`src/rtl/awd_pkg.sv`:
```
package awd_pkg;
    typedef enum logic [1:0] {
        MODE_SINGLE   = 2'd0,
        MODE_CONT     = 2'd1,
        MODE_SCAN     = 2'd2,
        MODE_BUFFERED = 2'd3
    } awd_mode_e;

    // True when per-entry enable/status tracking is used
    function automatic logic mode_tracks_entries(input logic [1:0] m);
        return (m == MODE_SCAN) || (m == MODE_BUFFERED);
    endfunction
endpackage

```
`src/rtl/awd_window_cmp.sv`:
```
module awd_window_cmp #(
    parameter int DATA_W = 10
) (
    input  logic              valid,
    input  logic [DATA_W-1:0] sample,
    input  logic [DATA_W-1:0] lo_lim,
    input  logic [DATA_W-1:0] hi_lim,
    output logic              outside
);
    logic below;
    logic above;

    always_comb begin
        below   = sample < lo_lim;
        above   = sample > hi_lim;
        outside = valid && (below || above);
    end
endmodule

```
`src/rtl/awd_entry_status.sv`:
```
module awd_entry_status #(
    parameter int N_ENTRIES = 10,
    parameter int IDX_W     = 4
) (
    input  logic                 clk,
    input  logic                 rst_n,
    input  logic                 track,
    input  logic                 outside,
    input  logic [IDX_W-1:0]     idx,
    input  logic [N_ENTRIES-1:0] en,
    input  logic [N_ENTRIES-1:0] clr,
    output logic [N_ENTRIES-1:0] status_q,
    output logic [N_ENTRIES-1:0] hit
);
    typedef struct packed {
        logic [N_ENTRIES-1:0] status;
    } st_t;

    st_t st_d, st_q;

    // One decoder slice per entry
    for (genvar i = 0; i < N_ENTRIES; i++) begin : g_slot
        localparam logic [IDX_W-1:0] MY_IDX = IDX_W'(i);
        assign hit[i] = track && outside && en[i] && (idx == MY_IDX);


        no_spurious_set_chk: assert property (@(posedge clk) disable iff (!rst_n)
            (!st_q.status[i] && !(track && outside && en[i] && idx == MY_IDX)) |=> !st_q.status[i]);


        status_sticky_chk: assert property (@(posedge clk) disable iff (!rst_n)
            (st_q.status[i] && !clr[i]) |=> st_q.status[i]);
    end

    always_comb begin
        st_d        = st_q;
        st_d.status = (st_q.status & ~clr) | hit;
    end

    always_ff @(posedge clk or negedge rst_n) begin
        if (!rst_n) st_q <= '0;
        else        st_q <= st_d;
    end

    assign status_q = st_q.status;
endmodule

```
`src/rtl/awd_event_ctrl.sv`:
```
module awd_event_ctrl (
    input  logic clk,
    input  logic rst_n,
    input  logic direct,
    input  logic outside,
    input  logic hit_any,
    input  logic status_any,
    input  logic seq_end,
    input  logic awd_ie,
    input  logic eoc_ie,
    input  logic clr_global,
    output logic global_q,
    output logic irq_q,
    output logic stop_q
);
    typedef struct packed {
        logic glob;
        logic irq;
        logic stop;
    } ev_t;

    ev_t  ev_d, ev_q;
    logic immediate;
    logic raise;

    always_comb begin
        immediate = awd_ie && eoc_ie;
        if (direct)         raise = outside;
        else if (immediate) raise = hit_any;
        else                raise = seq_end && status_any;

        ev_d      = ev_q;
        ev_d.glob = (ev_q.glob && !clr_global) || raise;
        ev_d.irq  = awd_ie && raise;
        ev_d.stop = !direct && immediate && hit_any;
    end

    always_ff @(posedge clk or negedge rst_n) begin
        if (!rst_n) ev_q <= '0;
        else        ev_q <= ev_d;
    end

    assign global_q = ev_q.glob;
    assign irq_q    = ev_q.irq;
    assign stop_q   = ev_q.stop;


    irq_needs_enable_chk: assert property (@(posedge clk) disable iff (!rst_n)
        irq_q |-> $past(awd_ie));


    stop_with_irq_chk: assert property (@(posedge clk) disable iff (!rst_n)
        stop_q |-> (irq_q && global_q));


    global_sticky_chk: assert property (@(posedge clk) disable iff (!rst_n)
        (global_q && !clr_global) |=> global_q);


    direct_irq_chk: assert property (@(posedge clk) disable iff (!rst_n)
        (direct && outside && awd_ie) |=> (irq_q && global_q));
endmodule

```
`src/rtl/awd_monitor.sv`:
```
module awd_monitor #(
    parameter int DATA_W    = 10,
    parameter int N_ENTRIES = 10,
    parameter int IDX_W     = 4
) (
    input  logic                 clk,
    input  logic                 rst_n,
    input  logic [1:0]           mode,
    input  logic [DATA_W-1:0]    lo_thr,
    input  logic [DATA_W-1:0]    hi_thr,
    input  logic [N_ENTRIES-1:0] entry_en,
    input  logic                 awd_ie,
    input  logic                 eoc_ie,
    input  logic                 res_valid,
    input  logic [DATA_W-1:0]    res_data,
    input  logic [IDX_W-1:0]     res_idx,
    input  logic                 seq_end,
    input  logic [N_ENTRIES-1:0] clr_status,
    input  logic                 clr_global,
    output logic [N_ENTRIES-1:0] status,
    output logic                 global_flag,
    output logic                 irq,
    output logic                 stop_req
);
    import awd_pkg::*;

    logic                 outside;
    logic                 track;
    logic [N_ENTRIES-1:0] hit;
    logic [N_ENTRIES-1:0] status_q;

    assign track = mode_tracks_entries(mode);

    awd_window_cmp #(.DATA_W(DATA_W)) u_cmp (
        .valid   (res_valid),
        .sample  (res_data),
        .lo_lim  (lo_thr),
        .hi_lim  (hi_thr),
        .outside (outside)
    );

    awd_entry_status #(.N_ENTRIES(N_ENTRIES), .IDX_W(IDX_W)) u_entries (
        .clk      (clk),
        .rst_n    (rst_n),
        .track    (track),
        .outside  (outside),
        .idx      (res_idx),
        .en       (entry_en),
        .clr      (clr_status),
        .status_q (status_q),
        .hit      (hit)
    );

    awd_event_ctrl u_events (
        .clk        (clk),
        .rst_n      (rst_n),
        .direct     (!track),
        .outside    (outside),
        .hit_any    (|hit),
        .status_any (|(status_q | hit)),
        .seq_end    (seq_end),
        .awd_ie     (awd_ie),
        .eoc_ie     (eoc_ie),
        .clr_global (clr_global),
        .global_q   (global_flag),
        .irq_q      (irq),
        .stop_q     (stop_req)
    );

    assign status = status_q;


    direct_keeps_status_chk: assert property (@(posedge clk) disable iff (!rst_n)
        (!track && clr_status == '0) |=> $stable(status));
endmodule

```
`config.mk`:
```
export PLATFORM = sky130hd
export DESIGN_NAME = awd_monitor
export DESIGN_NICKNAME = d
export VERILOG_FILES = /design/src/rtl/awd_pkg.sv /design/src/rtl/awd_window_cmp.sv /design/src/rtl/awd_entry_status.sv /design/src/rtl/awd_event_ctrl.sv /design/src/rtl/awd_monitor.sv
export SDC_FILE = /design/constraint.sdc
export NUM_CORES = 1
export LEC_CHECK = 0
export BUFFER_PORTS_ARGS = -buffer_cell sky130_fd_sc_hd__buf_2
export CORE_MARGIN = 5
export CORE_UTILIZATION = 48
export CTS_BUF_LIST = sky130_fd_sc_hd__clkbuf_2 sky130_fd_sc_hd__clkbuf_4 sky130_fd_sc_hd__clkbuf_8
export DETAILED_ROUTE_END_ITERATION = 16
export PLACE_DENSITY = 0.88
export SLEW_MARGIN = 20
export SYNTH_ARGS = -nofsm -noshare
export SYNTH_HDL_FRONTEND = slang
export SYNTH_SLANG_ARGS = --single-unit
```
`constraint.sdc`:
```
create_clock -name clk -period 2.8 [get_ports clk]
set_input_delay 0.56 -clock clk [delete_from_list [all_inputs] [get_ports clk]]
set_output_delay 0.56 -clock clk [all_outputs]
set_load 0.03 [all_outputs]
```
==> impl_results.md <==
* Post-synth net total at 222
* Reg clk slew, reported paths at roughly 0.080 ns
* IR drop worst, VDD at about 0.22 mV
* Via count at about 1.3k
* Worst path max stage delay at approximately 0.35 ns
* Largest net degree at the start of global routing at 14
* Min-delay worst type: in2async
* Die Width at 61.0 um
* Vias in the first global route at 1,403
* Clock Sinks at 13
* Mapped Avg Cell Area at 8.91 um^2
* CTS Hold Bufs at 0
* Layout cells sized above 1 at 42.2%
* Rows at 18
* Cell count after synthesis at between 100 and 150
* Worst Path Arrival at 2.25 ns
* First drt pass iteration count at 6
* DRC Markers at 0
* Tmin final at 2.07 ns
* Yosys warnings at 0
* CP max FO at 11
* Met1 wire length at between 1 and 1.5 mm
* Post-DP HPWL at ~3 mm
* Clock latency on the worst-skew pair at between 0.2 and 0.3 ns
* CTS Buf Count at 3
* CP startpoint: lo_thr[8]
* Global-route wire length before repair at approximately 5.4 mm
* Synth top area cells: dfrtp_1, ha_1, o32ai_2
* #FFs+latches synth at 13
* Post-CTS Resized at 0
* Initial antenna violation count at 0
* H-tree lvl count at 1
* DR WL/cell at between 10 and 15 um
* Share of the synthesized area in the top cell type at 26.1%
* Core area at between 2000 and 2500 um^2
* Layout Nets at roughly 300
* Antenna diodes at 0
* Post-synthesis sequential area ratio at between 20% and 30%
* Clock skew at between 0.004 and 0.005 ns
* Crit start category: input pin
* Worst Tran Pin Value at about 0.34 ns
* Vias per cell at 5.44
* Max-slew headroom at 77.1%
* DRT iter0 DRCs at 50
* Die Ht at slightly above 60 um
* Crit path kind: in2reg
* Synth area leader: dfrtp_1
* CP cell instances: buf_2 > inv_1 > ha_1 > a21o_1 > a221o_1 > a31oi_2 > o21ai_2 > buf_4 > o32ai_2
* TritonCTS clock tree: built
* Final Cycle Share at 73.8%
* Slowest CP cell: a221o_1
* Layout area overhead at 34.8%
* Final antenna-violating net count at 0
* Wire length on met2 at about 1.6 mm
* Mapped Area at 1250 um^2
* Unrepaired setup endpoints after global routing: false
* Max Root-Sink Buffers at 2
* Final Slew Violations at 0
* Required time of the critical path at 2.98 ns
* Max Cap Viol at 0
* Final Wtd Congestion at roughly 0.94
* Hold Slack at between 0.15 and 0.2 ns
* Global Route Usage Sum at between 10% and 20%
* IO Pins at between 70 and 80
* DIE AREA at 3720 um^2
* CTS Root Cell: clkbuf_4
* IO buf count at between 70 and 80
* # fillers at 200
* Setup Viol. Count Final at 0
* Drt total wl at 3.40 mm
* Max layer used: met4
* Gr ovfl total at 0
* R2R Path Start: u_entries.status_q[0]$_DFF_PN0_
* Synth cell types at 37
* Status: finished clean
* P per Cell Area at ~300 nW/um^2
* Static Leak at approximately 0.92 nW
* Fin. Hold Viols at 0
* Setup TNS at 0 ns
* Worst Setup End Kind: flip-flop
* Fmax at just under 0.5 GHz
* Initial Util at between 50 and 60%
* Number of buffers added for setup after CTS at 0
* Metal3 WL at between 400 and 500 um
[synthesized netlist by cell type (all sizes together)]
library cell and number:
mux2i 1, nor2 3, and3 1, o211ai 1, nand4b 1, o32ai 9, and4 1, or3 1
nand2b 5, a21oi 9, or2 1, a21o 2, nand3 4, nor4 2, o21ai 7, inv 30
a221o 1, nor2b 3, o221ai 2, nand4 3, o31ai 1, a31oi 3, dfrtp 13, nor3 1
o22a 1, nand2 9, o311ai 1, nand3b 2, buf 1, ha 19, a41oi 1, o21a 1
[logic make-up after synthesis]
group / Yosys count / synth area share, %
AO/OA/AOI/OAI: 39 / 27.9
AND/OR/NAND/NOR: 37 / 16.2
buffers and inverters: 31 / 9.93
adder cells (fa/ha/maj): 19 / 19.1
flip-flops: 13 / 26.1
multiplexers: 1 / 0.802
[stage by stage]
stage,utilization [%],area [um^2],cells,setup WS (ns),power (W)
global route,67.9,1680,248,0.635,0.000539
floorplan,-,1250,140,0.678,0.000304
global placement,66.7,1650,244,0.472,0.000380
CTS,67.9,1680,248,0.727,0.000508
detailed placement,66.7,1650,244,0.445,0.000385
finish,67.9,1680,248,0.732,0.000504
[critical path: cells and delay by family]
kind | cells | cell delay (ns)
AO/OA/AOI/OAI | 5 | 1.09
adder cells (fa/ha/maj) | 1 | 0.29
buffers and inverters | 3 | 0.29
[power breakdown]
group | switching, W | internal (W) | total, W
clock network | 0.0000571 | 0.0000649 | 0.000122
registers | 0.00000339 | 0.000194 | 0.000198
logic | 0.000102 | 0.0000819 | 0.000184
total | 0.000163 | 0.000341 | 0.000504
[final timing paths]
| path | cells past startpoint | end | slack [ns] |
|---|---|---|---|
| setup / recovery | 9 | u_entries.status_q[3]$_DFF_PN0_ | 0.73 |
| hold / removal | 1 | u_entries.status_q[3]$_DFF_PN0_ | 0.16 |
| setup reg to reg | 4 | u_events.irq_q$_DFF_PN0_ | 1.42 |
| hold reg to reg | 2 | u_entries.status_q[5]$_DFF_PN0_ | 0.55 |
| max in group asynchronous | 1 | u_entries.status_q[7]$_DFF_PN0_ | 2.42 |
| min in group clk | 2 | u_entries.status_q[1]$_DFF_PN0_ | 0.46 |
[area by class of cell]
| class | count | area [um^2] | area share, % |
|---|---|---|---|
| Multi-Input combinational cell | 96 | 798 | 47.5 |
| Inverter | 30 | 113 | 6.70 |
| Tap cell | 30 | 37.5 | 2.23 |
| Clock buffer | 4 | 30.0 | 1.79 |
| Sequential cell | 13 | 325 | 19.3 |
| Timing Repair Buffer | 75 | 378 | 22.5 |
[sequential cells by signal, indices dropped and copies added (netlist names)]
register,count
u_events.stop_q,1
u_entries.status_q,10
u_events.global_q,1
u_events.irq_q,1
[placed cells by master (no fill, tap or decap), drive strengths merged, types with 3 or more instances in the layout]
cell	n
a31oi	3
nor2b	3
dfrtp	13
o21ai	7
nand2	9
clkbuf	4
ha	19
inv	30
buf	75
nand4	3
o32ai	9
nand3	4
a21oi	9
nor2	3
nand2b	5
[routing by layer]
metal	up-vias	track usage [%]
met3	13	3.19
li1	661	-
met2	81	34.7
met5	-	0
met1	593	20.6
met4	0	12.1
(Power assumes the default switching activity.)
